`config.mk`:
```
export PLATFORM = sky130hd
export DESIGN_NAME = clkdiv_carry_reload
export DESIGN_NICKNAME = d
export VERILOG_FILES = /design/src/rtl/clkdiv_pkg.sv /design/src/rtl/clkdiv_count.sv /design/src/rtl/clkdiv_phase.sv /design/src/rtl/clkdiv_carry_reload.sv
export SDC_FILE = /design/constraint.sdc
export NUM_CORES = 1
export LEC_CHECK = 0
export BUFFER_PORTS_ARGS = -buffer_cell sky130_fd_sc_hd__buf_2
export CORE_AREA = 5 5 42 44
export CTS_CLUSTER_DIAMETER = 60
export CTS_CLUSTER_SIZE = 16
export DETAILED_ROUTE_END_ITERATION = 10
export DIE_AREA = 0 0 47 49
export PLACE_DENSITY_LB_ADDON = 0.15
export SLEW_MARGIN = 20
export SYNTH_ARGS = -nofsm -noshare
export SYNTH_HDL_FRONTEND = slang
export SYNTH_HIERARCHICAL = 1
export SYNTH_SLANG_ARGS = --single-unit
```
`constraint.sdc`:
```
create_clock -name clk -period 1.5 [get_ports clk]
set_input_delay 0 -clock clk [delete_from_list [all_inputs] [get_ports clk]]
set_output_delay 0 -clock clk [all_outputs]
set_load 0.005 [all_outputs]
```
`src/rtl/clkdiv_pkg.sv`:
```
package clkdiv_pkg;

    // Phase of the divider: the encoding doubles as the overflow bit.
    typedef enum logic {
        PH_RUN   = 1'b0,
        PH_CARRY = 1'b1
    } phase_e;

    // Preset so that (2**width - preset) counting states plus one carry
    // state add up to the requested ratio.
    function automatic int preset_for(input int ratio, input int width);
        return (1 << width) - (ratio - 1);
    endfunction

endpackage

```
`src/rtl/clkdiv_count.sv`:
```
module clkdiv_count #(
    parameter int CNT_W      = 12,
    parameter int PRESET_VAL = 1868
) (
    input  logic             clk,
    input  logic             rst,
    input  logic             load,
    output logic [CNT_W-1:0] cnt_q,
    output logic             carry
);

    localparam logic [CNT_W-1:0] PRESET = CNT_W'(PRESET_VAL);

    logic [CNT_W-1:0] sum;

    // Increment with its natural carry-out; no terminal-count compare.
    always_comb begin
        {carry, sum} = {1'b0, cnt_q} + {{CNT_W{1'b0}}, 1'b1};
    end

    always_ff @(posedge clk) begin
        if (rst || load) begin
            cnt_q <= PRESET;
        end else begin
            cnt_q <= sum;
        end
    end

    // A reload request from the phase machine lands the preset next clock.
    assert_reload_preset_R4: assert property (@(posedge clk) disable iff (rst)
        load |=> (cnt_q == PRESET));

    // The carry only ever appears when the count sits at its top value.
    assert_carry_at_top_R3: assert property (@(posedge clk) disable iff (rst)
        carry |=> (cnt_q == '0));

endmodule

```
`src/rtl/clkdiv_phase.sv`:
```
module clkdiv_phase
    import clkdiv_pkg::*;
(
    input  logic clk,
    input  logic rst,
    input  logic carry_in,
    output logic load_o,
    output logic pulse_o
);

    phase_e state_q;
    phase_e state_d;

    // Next-state logic
    always_comb begin
        state_d = state_q;
        unique case (state_q)
            PH_RUN:   state_d = carry_in ? PH_CARRY : PH_RUN;
            PH_CARRY: state_d = PH_RUN;
            default:  state_d = PH_RUN;
        endcase
    end

    // State register
    always_ff @(posedge clk) begin
        if (rst) begin
            state_q <= PH_RUN;
        end else begin
            state_q <= state_d;
        end
    end

    // Outputs, decoded straight from the registered state
    always_comb begin
        load_o  = 1'b0;
        pulse_o = 1'b0;
        unique case (state_q)
            PH_RUN: begin
                load_o  = 1'b0;
                pulse_o = 1'b0;
            end
            PH_CARRY: begin
                load_o  = 1'b1;
                pulse_o = 1'b1;
            end
            default: begin
                load_o  = 1'b0;
                pulse_o = 1'b0;
            end
        endcase
    end

    // The carry state lasts exactly one clock.
    assert_carry_single_R2: assert property (@(posedge clk) disable iff (rst)
        (state_q == PH_CARRY) |=> (state_q == PH_RUN));

    // Entering the carry state requires a carry from the counter.
    assert_carry_entry_R1: assert property (@(posedge clk) disable iff (rst)
        (state_q == PH_RUN && !carry_in) |=> (state_q == PH_RUN));

endmodule

```
`src/rtl/clkdiv_carry_reload.sv`:
```
module clkdiv_carry_reload #(
    parameter int DIV_RATIO = 2229,
    parameter int CNT_W     = 12
) (
    input  logic clk,
    input  logic rst,
    output logic ce_pulse,
    output logic conv_clk
);

    localparam int PRESET_VAL = clkdiv_pkg::preset_for(DIV_RATIO, CNT_W);
    localparam int GAP_W      = $clog2(DIV_RATIO) + 2;

    logic [CNT_W-1:0] cnt_q;
    logic             carry;
    logic             load;
    logic             pulse;

    clkdiv_count #(
        .CNT_W      (CNT_W),
        .PRESET_VAL (PRESET_VAL)
    ) u_count (
        .clk   (clk),
        .rst   (rst),
        .load  (load),
        .cnt_q (cnt_q),
        .carry (carry)
    );

    clkdiv_phase u_phase (
        .clk      (clk),
        .rst      (rst),
        .carry_in (carry),
        .load_o   (load),
        .pulse_o  (pulse)
    );

    assign ce_pulse = pulse;
    assign conv_clk = cnt_q[CNT_W-1];

    // Period checker: clocks since the last pulse, compared at each pulse.
    logic [GAP_W-1:0] gap_q;
    logic             seen_q;

    always_ff @(posedge clk) begin
        if (rst) begin
            gap_q  <= '0;
            seen_q <= 1'b0;
        end else if (ce_pulse) begin
            gap_q  <= GAP_W'(1);
            seen_q <= 1'b1;
        end else begin
            gap_q  <= gap_q + GAP_W'(1);
        end
    end

    assert_period_R1: assert property (@(posedge clk) disable iff (rst)
        (ce_pulse && seen_q) |-> (gap_q == GAP_W'(DIV_RATIO)));

    assert_pulse_one_clock_R2: assert property (@(posedge clk) disable iff (rst)
        ce_pulse |=> !ce_pulse);

    assert_no_overlap_R4: assert property (@(posedge clk) disable iff (rst)
        ce_pulse |-> (!conv_clk && cnt_q == '0));

    assert_reset_state_R5: assert property (@(posedge clk)
        rst |=> (!ce_pulse && !conv_clk));

endmodule

```
== Word level (Yosys, flattened, before mapping) ==
Cells that the tools add are included.

* Add/subtract/negate cells: 1
* Multipliers: 0
* Divide/modulo/power cells: 0
* $lt $le $gt $ge: 0
* Equal/unequal tests: 0
* Shifts and indexed selects: 0
* Muxes and demuxes: 3
* Bitwise operators: 1
* Reduce and logical (&&, ||, !) cells: 1

{| class="wikitable"
|+ Operators with widths
! kind !! count
|-
| adder 12 x 1 -> 13 bit (second input constant) || 1
|-
| case mux 1 bit (2 select lines) || 2
|-
| logical OR 1 bit || 1
|-
| two-way mux 1 bit || 1
|-
| NOT 1 bit || 1
|}

* Flip-flop bits (word level): 13
* Bits in latches: 0
* Memory bits (writable): 0
* Memory bits (read-only): 0
* Output and inout bits: 2
* Logic and storage cells: 8
* Memories: 0

== Depth between registers and ports, before layout ==
Gate-level depths: netlist of the first run.

* Depth in word-level cells: 3
* Depth in mapped cells: 4

== Hierarchy ==
Netlist of the first run, hierarchy kept.

{| class="wikitable"
|+ By module, submodules not included
! module !! times used !! cells an instance !! area an instance (µm²) !! sequential area each (µm²)
|-
| clkdiv_count || 1 || 57 || 521.8 || 240.2
|-
| clkdiv_phase || 1 || 3 || 40.0 || 20.0
|}

== Least setup slack after synthesis of the first run ==
OpenSTA, ideal clock, no wires.

* Path type: reg-to-reg
* Start point: reg u_count.cnt_q[0]
* End point: reg u_count.cnt_q[10]
* Setup time: 62 ps
* Arrival time: 1291 ps
* Data required time: 1438 ps
* Slack: 148 ps
* Stages on the path, launching flop included: 5
* Path buffers: 0
* Clock period less this slack: 1352 ps
* Cells stage by stage: dfxtp_1 ha_1 nand3_1 or4_1 nand3_1

* Word-level cells in the longest chain between the ends: 1

{| class="wikitable"
|+ RTL lines
! element !! RTL line !! text
|-
| start, declared || clkdiv_count.sv:8 || <nowiki>output logic [CNT_W-1:0] cnt_q,</nowiki>
|-
| start signal, assigned || clkdiv_count.sv:25 || <nowiki>cnt_q <= sum;</nowiki>
|-
| adder 12 x 1 -> 13 bit || clkdiv_count.sv:18 || <nowiki>{carry, sum} = {1'b0, cnt_q} + {{CNT_W{1'b0}}, 1'b1};</nowiki>
|}

No other way between the ends.
A chain may end at the register's enable or synchronous reset.

== Worst setup path in the final report of the first run ==
Ends and elaborated chain as after synthesis.

==> results of run 1 <==
metrics by stage:
stage	setup slack [ns]	area [um^2]
CTS	0.158	663
global placement	0.201	627
floorplan	0.148	562
detailed placement	0.176	627
global route	0.0366	663
finish	0.158	663
registers in the layout, indices dropped and copies added (netlist names):
register and cells:
u_count/cnt_q 12, u_phase/state_q 1
cell type report:
type                    instances  area share (%)
clock buffers                   4            3.96
flip-flops and latches         13            39.2
inverters                       1           0.566
multi-input cells              45            43.8
repair buffers                  9            9.43
well taps                      16            3.02
power groups by stage:
stage	Combinational (uW)	Clock (uW)	Sequential [uW]
2_1_floorplan	26.5	0	375
3_3_place_gp	45.5	0	375
3_5_place_dp	45.2	0	375
4_1_cts	47.8	216	367
5_1_grt	53.3	234	370
6_report	47.3	205	367
repair_timing:
action	in CTS	in global routing
hold buffers	1	0
hold endpoints to repair	1	0
gates resized for setup	0	0
synthesized netlist by cell type:
| library cell | instances |
|---|---|
| nand2_1 | 4 |
| and4_1 | 1 |
| xor2_1 | 2 |
| or2_2 | 1 |
| nor3b_2 | 1 |
| a21oi_1 | 3 |
| nor2_1 | 4 |
| buf_4 | 1 |
| and2_1 | 1 |
| or4_1 | 3 |
| and3_1 | 1 |
| nand4_1 | 2 |
| xnor2_1 | 1 |
| inv_1 | 1 |
| nand3_4 | 1 |
| nand3_1 | 6 |
| and3_2 | 1 |
| o31ai_1 | 3 |
| or3_2 | 2 |
| a31oi_1 | 2 |
| nor4_1 | 1 |
| o21ai_0 | 4 |
| ha_1 | 1 |
| dfxtp_1 | 13 |
metal layers:
metal	global-route usage, %	up-vias	part of all wire [%]
met5	0	-	0
met4	4.15	0	0
met3	3.32	0	1.4
met2	15.2	1	50
met1	15.1	222	49
li1	-	248	-
layout by cell type, fill, tap and decap left out, drive strengths merged, types with 2 or more instances in the layout:
cell,count
or4,3
nand4,2
nand3,7
nand2,4
dfxtp,13
xor2,2
a31oi,2
nor2,4
clkbuf,4
or3,2
buf,8
and3,2
o31ai,3
a21oi,3
o21ai,4
cells by family (layout without fill, tap and decap cells):
logic type      Yosys count  count (layout)  synth area share [%]
flops                    13              13                  46.3
compound gates           12              12                  12.5
xor+xnor                  3               3                  4.68
buf+inv                   2              14                  2.00
simple gates             29              29                  32.3
fa+ha+maj                 1               1                  2.23
how the worst min path moves through the flow:
stage          start               to  slack (ns)  depth (start not counted)
6_report         rst  u_phase/state_q        0.46                          3
4_1_cts          rst  u_phase/state_q        0.45                          3
5_1_grt          rst  u_phase/state_q        0.48                          3
3_5_place_dp     rst  u_phase/state_q        0.20                          2
3_3_place_gp     rst  u_phase/state_q        0.20                          2
2_1_floorplan    rst  u_phase/state_q        0.07                          1
worst min-delay path: stages:
cell and delay (ns):
dlygate4sd3_1 0.52, buf_2 0.12, nor3b_2 0.04
==> flow_summary.json, run 1 <==
{
  "status": "completed",
  "p_int_uw": 482,
  "ff_latch_area_um2": 260,
  "synth_area_per_cell_um2": 9.36,
  "reg2reg_to": "u_count/cnt_q[10]",
  "post_cts_buffers": 0,
  "ant_nets": 0,
  "utilization_pct": 47.3,
  "grt_max_degree": 10,
  "dp.cells": 83,
  "slowest_stage": "or4_1",
  "htreeDepth": 1,
  "avgViaCountPerCell": 5.35,
  "grt_setup_unrepaired": "false",
  "worstPathArrival_ns": 1.55,
  "swShare_pct": 22.2,
  "ff2ff_path_depth": 4,
  "area_growth_pct": 18.0,
  "reg2reg_from": "u_count/cnt_q[0]",
  "cp_top_family": "simple AND/OR/NAND/NOR gates",
  "cts_num_sinks": 13,
  "syn_inst": 60,
  "critPathMaxFanout": 4,
  "cts_buffer_depth": 2,
  "max_stage_delay_ns": 0.48,
  "routed_wirelength_um": 1010,
  "p_leak_uw": 0.000239,
  "vias": 471,
  "path_buf_inv": 0,
  "comb_power_share_pct": 7.6,
  "fin_skew_ns": 0.00123,
  "p_clk_share_pct": 33.0,
  "drv_cap": 0,
  "worstPathCellList": "ha_1 -> nand3_1 -> or4_1 -> nand3_1",
  "drive_gt1_share_pct": 23.6,
  "drt_iter0_markers": 5,
  "remaining_drc_errors": 0,
  "finalNonFillerCells": 88,
  "ir_drop_uv": 440,
  "p_per_area_mw_per_mm2": 933,
  "maxSlewHeadroom_pct": 86.4,
  "switching_power_uw": 137,
  "ys_types": 24,
  "fmax_mhz": 745,
  "slew_violations": 0,
  "grt_pass1_wl_um": 1860,
  "firstDrtPassIters": 2,
  "grt_pass1_vias": 447,
  "cp.required_ns": 1.71,
  "finalSetupViolCount": 0,
  "rows": 14,
  "synth_top_cell_by_area": "dfxtp_1",
  "crit_type": "reg -> reg",
  "grt_util_all_layers_pct": 10.8,
  "cts_buffers": 3,
  "seqPwrFrac_pct": 59.3,
  "place.gp.congestion": 0.709,
  "drt-wirelength-per-cell_um": 11.5,
  "synth_top_area_share_pct": 46.3,
  "io_pins": 4,
  "timing.hold.ws_ns": 0.464,
  "fillers": 141,
  "setup_tns_ns": 0,
  "seq_area_frac_synth_pct": 46.3,
  "cp_num_cells": 4,
  "antenna_found_initial": 0,
  "tritoncts": "built",
  "synth.cell_area_um2": 562,
  "yosys_register_bits": 13,
  "startpoint_type": "flop",
  "hold_violations": 0,
  "multiInputGateArea_um2": 290,
  "cpMostUsedCell": "nand3_1",
  "insertion_delay_ns": 0.26,
  "grt-ovfl-total": 0,
  "min_path_type": "in -> reg",
  "dieArea_mm2": 0.00230,
  "totalPowerFinal_uw": 619,
  "cp-end-kind": "flop",
  "die_h_um": 49,
  "yosys_warnings": 6,
  "clkTransAtPathRegs_ns": 0.07,
  "start_util_pct": 40.1,
  "clockRootBuffer": "clkbuf_4",
  "diodes": 0,
  "finalNetCount": 76,
  "tightest_slew_ns": 0.202,
  "die_w_um": 47,
  "hpwl_um": 782,
  "rrSetupSlack_ns": 0.16,
  "fin_crit_ns": 1.34,
  "fin_crit_sh_pct": 89.4,
  "ys_top_cells_by_area": "dfxtp_1 46%, nand3_1 5.3%, o31ai_1 4.0%",
  "endpoint": "u_count/cnt_q[10]",
  "cp-startpoint": "u_count/cnt_q[0]",
  "core-area_mm2": 0.00140,
  "synthesis.nets": 63,
  "io_buffers": 3
}
No activity file was read; power rests on OpenSTA's default activity.
==> run 2, diff against run 1 <==
- HOLD_SLACK_MARGIN: unset -> 0.1
- RECOVER_POWER: unset -> 100
==> run 2 against run 1 <==
Design area decreased by 2.5%; cell count is the same; non-clock buffer count is the same; routed wire length up 0.39%; core utilization down 1.2 points; highest routed layer unchanged.
==> flow_summary.json, run 2 (same netlist as run 1, synthesis figures left out) <==
{
  "fin_skew_ns": 0.00141,
  "finalNetCount": 76,
  "grt_setup_unrepaired": "false",
  "fin_crit_ns": 1.34,
  "place.gp.congestion": 0.709,
  "cp-end-kind": "flop",
  "slew_violations": 0,
  "largest_reg_flops": 12,
  "grt_pass1_wl_um": 1860,
  "tightest_slew_ns": 0.202,
  "hold_violations": 0,
  "slowest_stage": "dfxtp_1",
  "drive_gt1_share_pct": 15.3,
  "final_common_cell": "dfxtp_1",
  "grt-busiest-layer": "met2",
  "crit_type": "reg -> reg",
  "vias": 479,
  "maxSlewHeadroom_pct": 86.4,
  "status": "completed",
  "hpwl_um": 782,
  "cts_buffer_depth": 2,
  "grtUsageMet1_pct": 15.1,
  "die_h_um": 49,
  "ant_nets": 0,
  "drv_cap": 0,
  "core-area_mm2": 0.00140,
  "firstDrtPassIters": 2,
  "fin_crit_sh_pct": 89.2,
  "remaining_drc_errors": 0,
  "max_stage_delay_ns": 0.40,
  "finalNonFillerCells": 88,
  "avgViaCountPerCell": 5.44,
  "post_cts_buffers": 0,
  "die_w_um": 47,
  "rows": 14,
  "clockRootBuffer": "clkbuf_4",
  "largestRegisters": "u_count/cnt_q x12, u_phase/state_q x1",
  "top_register": "u_count/cnt_q",
  "antenna_found_initial": 0,
  "worstPathArrival_ns": 1.50,
  "dp.cells": 83,
  "cts_num_sinks": 13,
  "tritoncts": "built",
  "worstPathCellList": "ha_1 -> clkbuf_1 -> and3_2 -> and4_1 -> o21ai_0",
  "use_met2_pct": 15.2,
  "grt_util_all_layers_pct": 10.8,
  "cts.repair.resized": 0,
  "cp.required_ns": 1.66,
  "timing.hold.ws_ns": 0.466,
  "insertion_delay_ns": 0.26,
  "drt-wirelength-per-cell_um": 11.6,
  "critPathMaxFanout": 4,
  "p_per_area_mw_per_mm2": 953,
  "clkTransAtPathRegs_ns": 0.07,
  "grt-ovfl-total": 0,
  "dieArea_mm2": 0.00230,
  "diodes": 0,
  "fmax_mhz": 747,
  "io_buffers": 3,
  "drt_iter0_markers": 5,
  "mostFrequentLayoutCells": "13 x dfxtp_1, 6 x clkbuf_1, 6 x nand3_1",
  "grt_pass1_vias": 447,
  "setup_tns_ns": 0,
  "start_util_pct": 40.1,
  "p_leak_uw": 0.000217,
  "grt_max_degree": 10,
  "cts_buffers": 3,
  "area_growth_pct": 15.1,
  "cts_hold_buf": 1,
  "routed_wirelength_um": 1020,
  "startpoint_type": "flop",
  "min_path_type": "reg -> reg",
  "io_pins": 4,
  "finalSetupViolCount": 0,
  "htreeDepth": 1,
  "ir_drop_uv": 436,
  "grtUsageMet3_pct": 3.32
}
## run 2: changes by cell type in the layout (fill, tap and decap cells not counted), sizes merged
cell	change
buf	-5
clkbuf	+5
## run 2: metal layers
| layer | share of wire (%) | wire length [um] |
|---|---|---|
| met5 | 0 | 0 |
| met4 | 0 | 0 |
| met3 | 1.4 | 14 |
| met2 | 49 | 502 |
| met1 | 49 | 501 |
## run 2: worst max-delay path, delay by kind of cell, from the launching register on
kind / cells / cell delay (ns)
buffers and inverters: 1 / 0.19
adder cells (fa/ha/maj): 1 / 0.19
AO/OA/AOI/OAI: 1 / 0.06
flip-flops: 1 / 0.40
AND/OR/NAND/NOR: 2 / 0.40
## run 2: area by class of cell
cell class / count / area (um^2)
repair buffers: 9 / 51.3
well taps: 16 / 20.0
flip-flops and latches: 13 / 260
multi-input cells: 45 / 285
fillers: 147 / 754
clock buffers: 4 / 26.3
inverters: 1 / 3.75
## run 2: per-stage QoR
| step | cell area (um^2) | util (%) | total power [uW] | setup slack [ns] |
|---|---|---|---|---|
| floorplan | 562 | - | 401 | 0.148 |
| global placement | 627 | 44.7 | 420 | 0.201 |
| detailed placement | 627 | 44.7 | 421 | 0.176 |
| CTS | 663 | 47.3 | 631 | 0.158 |
| global route | 647 | 46.2 | 654 | 0.0385 |
| finish | 647 | 46.2 | 617 | 0.162 |
## run 2: report_power, final
part / internal [uW] / switching (uW) / total, uW
combinational: 21.0 / 23.3 / 44.3
clock: 103 / 102 / 205
sequential: 355 / 11.9 / 367
total: 479 / 138 / 617
## run 2: worst paths after layout
kind,from,end,slack (ns),depth (start not counted)
setup reg to reg,u_count/cnt_q[0],u_count/cnt_q[8],0.16,5
hold reg to reg,u_phase/state_q,u_phase/state_q,0.47,1
hold / removal,u_phase/state_q,u_phase/state_q,0.47,1
setup / recovery,u_count/cnt_q[0],u_count/cnt_q[8],0.16,5
